===== src/rtl/fcsd_pkg.sv =====
package fcsd_pkg;

  typedef enum logic [1:0] {
    MODE_IDLE = 2'd0,
    MODE_CHIP = 2'd1,
    MODE_SECT = 2'd2,
    MODE_PROG = 2'd3
  } opMode_t;

  typedef struct packed {
    logic loadTarget;   // capture bus address/data into the target registers
    logic eraseTarget;  // the target is an erase (data forced to all ones)
    logic busy;         // embedded operation in flight
  } ctlStrobe_t;

  localparam logic [7:0] CODE_UNLK1 = 8'hAA;
  localparam logic [7:0] CODE_UNLK2 = 8'h55;
  localparam logic [7:0] CODE_ERSU  = 8'h80;
  localparam logic [7:0] CODE_PRGSU = 8'hA0;
  localparam logic [7:0] CODE_CHIP  = 8'h10;
  localparam logic [7:0] CODE_SECT  = 8'h30;
  localparam logic [7:0] CODE_RST   = 8'hF0;

  localparam logic [11:0] ADDR_UNLK1 = 12'h555;
  localparam logic [11:0] ADDR_UNLK2 = 12'h2AA;

endpackage


===== src/rtl/fcsd_dpath.sv =====
module fcsd_dpath
  import fcsd_pkg::*;
#(
  parameter int AW     = 18,
  parameter int DW     = 8,
  parameter int CMD_AW = 11
) (
  input  logic          clk,
  input  logic          rstN,
  input  logic          busCeN,
  input  logic          busOeN,
  input  logic          busWeN,
  input  logic [AW-1:0] busAddr,
  input  logic [DW-1:0] busData,
  input  logic [DW-1:0] arrayRdData,
  input  ctlStrobe_t    strobe,
  output logic          wrEvt,
  output logic          addrIsA,
  output logic          addrIsB,
  output logic [DW-1:0] wrData,
  output logic [AW-1:0] opAddr,
  output logic [DW-1:0] opData,
  output logic [DW-1:0] rdData
);

  localparam logic [CMD_AW-1:0] MATCH_A = CMD_AW'(ADDR_UNLK1);
  localparam logic [CMD_AW-1:0] MATCH_B = CMD_AW'(ADDR_UNLK2);
  localparam int BIT_POLL = 7;
  localparam int BIT_TOG  = 6;
  localparam int BIT_ETOG = 2;

  logic weQ, oeQ;
  logic rdEnd;
  logic togQ;
  logic eraseQ;
  logic [DW-1:0] statusVec;

  // strobe history for edge detection
  always_ff @(posedge clk) begin
    if (!rstN) begin
      weQ <= 1'b1;
      oeQ <= 1'b1;
    end else begin
      weQ <= busWeN;
      oeQ <= busOeN;
    end
  end

  assign wrEvt   = busWeN & ~weQ & ~busCeN & busOeN;
  assign rdEnd   = busOeN & ~oeQ & ~busCeN;
  assign addrIsA = (busAddr[CMD_AW-1:0] == MATCH_A);
  assign addrIsB = (busAddr[CMD_AW-1:0] == MATCH_B);
  assign wrData  = busData;

  // target latches
  always_ff @(posedge clk) begin
    if (!rstN) begin
      opAddr <= '0;
      opData <= '1;
      eraseQ <= 1'b0;
    end else if (strobe.loadTarget) begin
      opAddr <= busAddr;
      opData <= strobe.eraseTarget ? {DW{1'b1}} : busData;
      eraseQ <= strobe.eraseTarget;
    end
  end

  // read toggle, advanced at the end of each read while busy
  always_ff @(posedge clk) begin
    if (!rstN) togQ <= 1'b0;
    else if (strobe.loadTarget) togQ <= 1'b0;
    else if (strobe.busy && rdEnd) togQ <= ~togQ;
  end

  // status byte, one bit at a time
  for (genvar b = 0; b < DW; b++) begin : g_status
    if (b == BIT_POLL) begin : g_poll
      assign statusVec[b] = ~opData[BIT_POLL];
    end else if (b == BIT_TOG) begin : g_tog
      assign statusVec[b] = togQ;
    end else if (b == BIT_ETOG) begin : g_etog
      assign statusVec[b] = togQ & eraseQ;
    end else begin : g_zero
      assign statusVec[b] = 1'b0;
    end
  end

  assign rdData = strobe.busy ? statusVec : arrayRdData;


  tgt_hold_chk: assert property (@(posedge clk) disable iff (!rstN)
    (strobe.busy && !strobe.loadTarget) |=> ($stable(opAddr) && $stable(opData)));


  tog_clear_chk: assert property (@(posedge clk) disable iff (!rstN)
    strobe.loadTarget |=> !rdData[BIT_TOG] || !strobe.busy);

endmodule


===== src/rtl/fcsd_ctrl.sv =====
module fcsd_ctrl
  import fcsd_pkg::*;
#(
  parameter int DW = 8
) (
  input  logic          clk,
  input  logic          rstN,
  input  logic          wrEvt,
  input  logic          addrIsA,
  input  logic          addrIsB,
  input  logic [DW-1:0] wrData,
  input  logic          arrayDone,
  output ctlStrobe_t    strobe,
  output logic          opStart,
  output logic [1:0]    opMode
);

  typedef enum logic [2:0] {
    S_IDLE, S_UNLK1, S_UNLK2, S_PRG, S_ERS1, S_ERS2, S_ERS3, S_BUSY
  } seqState_t;

  localparam logic [DW-1:0] D_UNLK1 = DW'(CODE_UNLK1);
  localparam logic [DW-1:0] D_UNLK2 = DW'(CODE_UNLK2);
  localparam logic [DW-1:0] D_ERSU  = DW'(CODE_ERSU);
  localparam logic [DW-1:0] D_PRGSU = DW'(CODE_PRGSU);
  localparam logic [DW-1:0] D_CHIP  = DW'(CODE_CHIP);
  localparam logic [DW-1:0] D_SECT  = DW'(CODE_SECT);
  localparam logic [DW-1:0] D_RST   = DW'(CODE_RST);

  seqState_t stateQ, stateN;
  opMode_t   modeQ, modeN;
  logic      loadN, eraseN;

  always_comb begin
    stateN = stateQ;
    modeN  = modeQ;
    loadN  = 1'b0;
    eraseN = 1'b0;
    if (stateQ == S_BUSY) begin
      if (arrayDone) begin
        stateN = S_IDLE;
        modeN  = MODE_IDLE;
      end
    end else if (wrEvt) begin
      if (wrData == D_RST) begin
        stateN = S_IDLE;
      end else begin
        stateN = S_IDLE;
        unique case (stateQ)
          S_IDLE:  if (addrIsA && wrData == D_UNLK1) stateN = S_UNLK1;
          S_UNLK1: if (addrIsB && wrData == D_UNLK2) stateN = S_UNLK2;
          S_UNLK2: begin
            if (addrIsA && wrData == D_PRGSU) stateN = S_PRG;
            else if (addrIsA && wrData == D_ERSU) stateN = S_ERS1;
          end
          S_PRG: begin
            stateN = S_BUSY;
            modeN  = MODE_PROG;
            loadN  = 1'b1;
          end
          S_ERS1:  if (addrIsA && wrData == D_UNLK1) stateN = S_ERS2;
          S_ERS2:  if (addrIsB && wrData == D_UNLK2) stateN = S_ERS3;
          S_ERS3: begin
            if (addrIsA && wrData == D_CHIP) begin
              stateN = S_BUSY;
              modeN  = MODE_CHIP;
              loadN  = 1'b1;
              eraseN = 1'b1;
            end else if (wrData == D_SECT) begin
              stateN = S_BUSY;
              modeN  = MODE_SECT;
              loadN  = 1'b1;
              eraseN = 1'b1;
            end
          end
          default: stateN = S_IDLE;
        endcase
      end
    end
  end

  always_ff @(posedge clk) begin
    if (!rstN) begin
      stateQ  <= S_IDLE;
      modeQ   <= MODE_IDLE;
      opStart <= 1'b0;
    end else begin
      stateQ  <= stateN;
      modeQ   <= modeN;
      opStart <= loadN;
    end
  end

  assign strobe.loadTarget  = loadN;
  assign strobe.eraseTarget = eraseN;
  assign strobe.busy        = (stateQ == S_BUSY);
  assign opMode             = modeQ;


  start_pulse_chk: assert property (@(posedge clk) disable iff (!rstN)
    opStart |=> !opStart);


  start_mode_chk: assert property (@(posedge clk) disable iff (!rstN)
    opStart |-> (strobe.busy && opMode != MODE_IDLE));


  busy_hold_chk: assert property (@(posedge clk) disable iff (!rstN)
    (strobe.busy && !arrayDone) |=> (strobe.busy && $stable(opMode)));


  done_clear_chk: assert property (@(posedge clk) disable iff (!rstN)
    (strobe.busy && arrayDone) |=> (!strobe.busy && opMode == MODE_IDLE));

endmodule


===== src/rtl/flash_cmd_decoder.sv =====
module flash_cmd_decoder
  import fcsd_pkg::*;
#(
  parameter int AW     = 18,
  parameter int DW     = 8,
  parameter int CMD_AW = 11
) (
  input  logic          clk,
  input  logic          rstN,
  input  logic          busCeN,
  input  logic          busOeN,
  input  logic          busWeN,
  input  logic [AW-1:0] busAddr,
  input  logic [DW-1:0] busData,
  output logic [DW-1:0] rdData,
  input  logic [DW-1:0] arrayRdData,
  input  logic          arrayDone,
  output logic          opStart,
  output logic          opBusy,
  output logic [1:0]    opMode,
  output logic [AW-1:0] opAddr,
  output logic [DW-1:0] opData
);

  ctlStrobe_t    strobe;
  logic          wrEvt, addrIsA, addrIsB;
  logic [DW-1:0] wrData;

  fcsd_dpath #(.AW(AW), .DW(DW), .CMD_AW(CMD_AW)) dpath_i (
    .clk(clk), .rstN(rstN),
    .busCeN(busCeN), .busOeN(busOeN), .busWeN(busWeN),
    .busAddr(busAddr), .busData(busData), .arrayRdData(arrayRdData),
    .strobe(strobe),
    .wrEvt(wrEvt), .addrIsA(addrIsA), .addrIsB(addrIsB), .wrData(wrData),
    .opAddr(opAddr), .opData(opData), .rdData(rdData)
  );

  fcsd_ctrl #(.DW(DW)) ctrl_i (
    .clk(clk), .rstN(rstN),
    .wrEvt(wrEvt), .addrIsA(addrIsA), .addrIsB(addrIsB), .wrData(wrData),
    .arrayDone(arrayDone),
    .strobe(strobe), .opStart(opStart), .opMode(opMode)
  );

  assign opBusy = strobe.busy;

endmodule


===== config.mk =====
export PLATFORM = sky130hd
export DESIGN_NAME = flash_cmd_decoder
export DESIGN_NICKNAME = d
export VERILOG_FILES = /design/src/rtl/fcsd_pkg.sv /design/src/rtl/fcsd_dpath.sv /design/src/rtl/fcsd_ctrl.sv /design/src/rtl/flash_cmd_decoder.sv
export SDC_FILE = /design/constraint.sdc
export NUM_CORES = 1
export LEC_CHECK = 0
export ABC_CLOCK_PERIOD_IN_PS = 4980
export BUFFER_PORTS_ARGS = -buffer_cell sky130_fd_sc_hd__buf_4
export CAP_MARGIN = 20
export CORE_ASPECT_RATIO = 1.75
export CORE_MARGIN = 2
export CORE_UTILIZATION = 52
export CTS_BUF_LIST = sky130_fd_sc_hd__clkbuf_8
export CTS_CLUSTER_DIAMETER = 150
export DETAILED_ROUTE_END_ITERATION = 6
export GPL_ROUTABILITY_DRIVEN = 0
export PLACE_DENSITY_LB_ADDON = 0.12
export SLEW_MARGIN = 20
export SYNTH_ARGS = -nofsm -noshare
export SYNTH_HDL_FRONTEND = slang
export SYNTH_SLANG_ARGS = --single-unit

===== constraint.sdc =====
create_clock -name clk -period 4.98 [get_ports clk]
set_clock_uncertainty 0.2 [all_clocks]
set_input_delay 0.498 -clock clk [delete_from_list [all_inputs] [get_ports clk]]
set_output_delay 0.498 -clock clk [all_outputs]
set_load 0.1 [all_outputs]

Word-level counts from Yosys, hierarchy flattened
Cells that the tools add are included.
- output and inout bits: 38
- input bits: 40
- register bits after elaboration: 36
- eq/ne operators: 19
- reduce and logical (&&, ||, !) cells: 12
- bitwise gates (word level): 12
- mux-type cells: 32
- operators with widths (operator ; count):
    $eq A8 B8 Y1 const B ; 4
    $mux W3 ; 10
    $pmux W3 S7 ; 1
    $mux W8 ; 2
    $mux W2 ; 7
    $eq A3 B3 Y1 const B ; 4
    $eq A11 B10 Y1 const B ; 1
    $eq A11 B11 Y1 const B ; 1
    $mux W1 ; 10
    $eq A8 B5 Y1 const B ; 1
    $eq A8 B6 Y1 const B ; 1
    $eq A8 B7 Y1 const B ; 1
    $and A1 B1 Y1 ; 6
    $eq A3 B2 Y1 const B ; 2
    $logic_and A1 B1 Y1 ; 6
    $not A1 Y1 ; 6
    $reduce_and A5 Y1 ; 1
    $ne A2 B2 Y1 const B ; 2
    $ne A4 B2 Y1 const B ; 1
    $pmux W2 S2 ; 1
    $eq A3 B1 Y1 const B ; 1
    $logic_not A3 Y1 ; 1
    $reduce_bool A3 Y1 ; 1
    $pmux W1 S2 ; 1
    3 further kinds ; 3

Depth between registers and ports, before layout
- word-level depth: 8
- mapped depth: 7

Hierarchy
From an unflattened synthesis, not the netlist that was laid out.
- cell total of the unflattened synthesis: 213
- area, all modules: 1925.6 µm²
- by module, submodules not included (module ; sequential area each (µm²) ; area an instance (µm²) ; times used ; cells each):
    fcsd_dpath ; 600.6 ; 1345.0 ; 1 ; 135
    fcsd_ctrl ; 120.1 ; 580.6 ; 1 ; 78

Worst setup path after synthesis
Ideal clock, no wire load.
- kind: flip-flop to output port
- start point: reg dpath_i.opData[7]
- end point: out rdData[7]
- path slack: 1.370 ns
- data required time: 4.282 ns
- path buffers: 0
- cell stages (with the launch flop): 2
- data arrival time: 2.912 ns
- path through: dfxtp_1 o21ai_0
- cells in the longest elaborated chain, start to end: 2
- ends and longest elaborated chain (item ; line ; source):
    start: declaration ; fcsd_dpath.sv:22 ; output logic [DW-1:0] opData,
    start signal: assignment ; fcsd_dpath.sv:63 ; opData <= strobe.eraseTarget ? {DW{1'b1}} : busData;
    $not A1 Y1 ; fcsd_dpath.sv:78 ; assign statusVec[b] = ~opData[BIT_POLL];
    $mux W8 ; fcsd_dpath.sv:88 ; assign rdData = strobe.busy ? statusVec : arrayRdData;
    end: declaration ; flash_cmd_decoder.sv:15 ; output logic [DW-1:0] rdData,
No other way between the ends.

Final worst setup path
- start point: reg ctrl_i.stateQ[0]
- end point: out rdData[2]
- cells in the longest elaborated chain, start to end: 2
- ends and longest elaborated chain (item ; line ; source):
    start: declaration ; fcsd_ctrl.sv:30 ; seqState_t stateQ, stateN;
    start signal: assignment ; fcsd_ctrl.sv:88 ; stateQ <= stateN;
    $eq A3 B3 Y1 ; fcsd_ctrl.sv:96 ; assign strobe.busy = (stateQ == S_BUSY);
    $mux W8 ; fcsd_dpath.sv:88 ;
No other way between the ends.

==> impl_metrics.ini <==
[outcome]
status = completed

[floorplanning]
die_area_um2 = 3740
die-width_um = 47.1
die_h_um = 79.5
rows = 27
initial_utilization = 0.538
core_um2 = 3140
pin_count = 78

[clock_tree]
hold_buffers = 0
path_clk_slew_ns = 0.07
cts_tree = built
clock_latency_ns = 0.28
clock_path_buffers = 2
cts-resized-gates = 0
htree_levels = 2
cts_setup_buffers = 0
cts_buffers = 5
cts.sinks = 36
cts_root_buf = clkbuf_8

[global_route]
track_usage = 0.243
grt_max_degree = 50
first_global_vias = 1666
antenna_found_initial = 0
grt_pass1_wl_mm = 6.73
grt_overflow = 0

[finish]
layout_common_cells = buf_4 (79), nand2_1 (38), dfxtp_1 (36)
fin_nets = 314
area_growth_pct = 40.6
drive_gt1_frac = 0.335
utilization = 0.757
final_cells = 318
diodes = 0
final_common_cell = buf_4

[sta]
tightest_slew_ns = 0.502
max_freq_mhz = 388
finalCritPeriodShare = 0.517
fin_tns_setup_ns = 0
period_needed_ns = 2.57
slew_headroom = 0.664
maxSlewViolCount = 0
finalSetupViolations = 0
hold_viol = 0
rsz0062_at_grt = no

[pwr]
power_density_nw_per_um2 = 243
clkPwrFrac = 0.365
p_leak_nw = 1.07
ir_drop_mv = 0.269
total_power_uw = 578
switching_share = 0.257
p_comb_frac = 0.136
p_seq_frac = 0.500
p_int_uw = 429
switching_power_uw = 148

[setup_path]
reg2reg_depth = 6
path_buf_inv = 2
cp_max_fo = 14
cp-start-kind = flop
worst_r2r_startpoint = ctrl_i.stateQ[1]
crit_path_cell_trace = nand3_1 -> inv_1 -> nand3_1 -> nand2_1 -> buf_4
r2r-end = dpath_i.opData[4]
worst_setup_path_end_kind = primary output
crit_family = simple AND/OR/NAND/NOR gates
reg2reg_slack_ns = 2.64
crit_type = flop to primary output
worst_path_max_delay_cell = dfxtp_1
cp.arrival_ns = 1.88
max_stage_delay_ns = 0.47
cp_common_cell = nand3_1
worstPathRequired_ns = 4.28

[min_path]
worstHoldEndpoint = dpath_i.weQ
holdPathStages = 2
worstHoldStart = busWeN
min_path_type = input pin to flop

[routing]
wl_per_cell_um = 13.4
drt_iter0_drc = 27
dr_total_vias = 1737
postRouteAntennaNets = 0
avgViaCountPerCell = 5.46
drt_pass1_iterations = 4
drt_drc_violations_left = 0
routed_wl_mm = 4.26

[placement]
portBuffers = 77
place_inst = 310
post-dp-hpwl_mm = 3.20

[synth]
synth_top_area_share = 0.426
syn_area_per_cell_um2 = 8.50
syn_inst = 199
yosysUniqueCellTypes = 41
yosysTopAreaCell = dfxtp_1
synth_area_leaders = dfxtp_1 (43%), nand2_1 (8.4%), nand3_1 (7.1%), mux2i_1 (5.9%), o21ai_1 (5.3%)
ys_seq_area_frac = 0.426
synth_fp_nets = 239
syn-cell-area_um2 = 1690
ys_warn_count = 0
ys_ff_latch = 36

[job]
maxCapViolations = 0
-- cells by family (layout without fill, tap and decap cells) --
logic type / count (synthesis) / in the layout / share of synthesized area
multiplexers: 10 / 10 / 0.0592
AO/OA/AOI/OAI: 37 / 37 / 0.141
buffers and inverters: 13 / 89 / 0.0422
flip-flops: 36 / 36 / 0.426
XOR/XNOR: 1 / 1 / 0.00518
AND/OR/NAND/NOR: 102 / 102 / 0.327
-- registers in the layout, summed over array words and instances (netlist names) --
name	flops
dpath_i.togQ	1
dpath_i.opAddr	18
ctrl_i.stateQ	3
ctrl_i.opStart	1
dpath_i.weQ	1
dpath_i.eraseQ	1
dpath_i.oeQ	1
dpath_i.opData	8
ctrl_i.opMode	2
-- cell usage after synthesis (all sizes together) --
library cell	count
nor4	4
and3b	2
buf	6
nor4bb	1
dfxtp	36
a22oi	3
clkbuf	5
and4b	1
nand4	4
or4b	1
nor3	3
nand3	24
o211ai	2
o31ai	1
o41ai	1
o21bai	1
and2	7
o21ai	23
a31oi	1
nor2b	1
and3	1
nand4bb	1
o311ai	1
nor2	4
inv	2
nor4b	3
nand2	38
xor2	1
a21oi	1
or4	2
and4bb	1
nand3b	1
nand2b	2
mux2i	10
nand4b	1
a21boi	3
-- per-stage QoR --
| step | instance area, um2 | worst slack, ns | hold slack, ns |
|---|---|---|---|
| 2_1_floorplan | 1690 | 1.37 | 0.302 |
| 3_5_place_dp | 2290 | 2.41 | 0.244 |
| 3_3_place_gp | 2290 | 2.47 | 0.238 |
| 5_1_grt | 2380 | 2.24 | 0.207 |
| 4_1_cts | 2380 | 2.37 | 0.197 |
| 6_report | 2380 | 2.41 | 0.201 |
-- metal layers --
layer  vias to the layer above  track usage  share of wire  wire, um
li1                        867            -              -         -
met1                       806        0.262           0.40      1720
met2                        60        0.425           0.53      2270
met3                         4       0.0498          0.050       212
met4                         0        0.111          0.014        59
met5                         -            0              0         0
-- layout make-up --
| cell class | count | area, um2 |
|---|---|---|
| flip-flops and latches | 36 | 721 |
| repair buffers | 79 | 593 |
| clock buffers | 6 | 82.6 |
| fillers | 265 | 763 |
| inverters | 2 | 7.51 |
| clock inverters | 2 | 10.0 |
| well taps | 43 | 53.8 |
| multi-input cells | 150 | 911 |
-- power by group through the flow --
stage,sequential [mW],clock [mW],combinational [mW]
2_1_floorplan,0.295,0,0.0410
3_3_place_gp,0.295,0,0.0769
3_5_place_dp,0.295,0,0.0777
4_1_cts,0.289,0.216,0.0779
5_1_grt,0.289,0.227,0.0825
6_report,0.289,0.211,0.0783
-- worst max path at each step --
stage	startpoint	endpoint	cells after the start
2_1_floorplan	dpath_i.opData[7]	rdData[7]	1
3_3_place_gp	busAddr[9]	dpath_i.opData[4]	7
3_5_place_dp	busAddr[9]	dpath_i.opData[4]	7
4_1_cts	ctrl_i.stateQ[0]	rdData[2]	5
5_1_grt	ctrl_i.stateQ[0]	rdData[2]	5
6_report	ctrl_i.stateQ[0]	rdData[2]	5
Power figures use the tool's default switching activity.
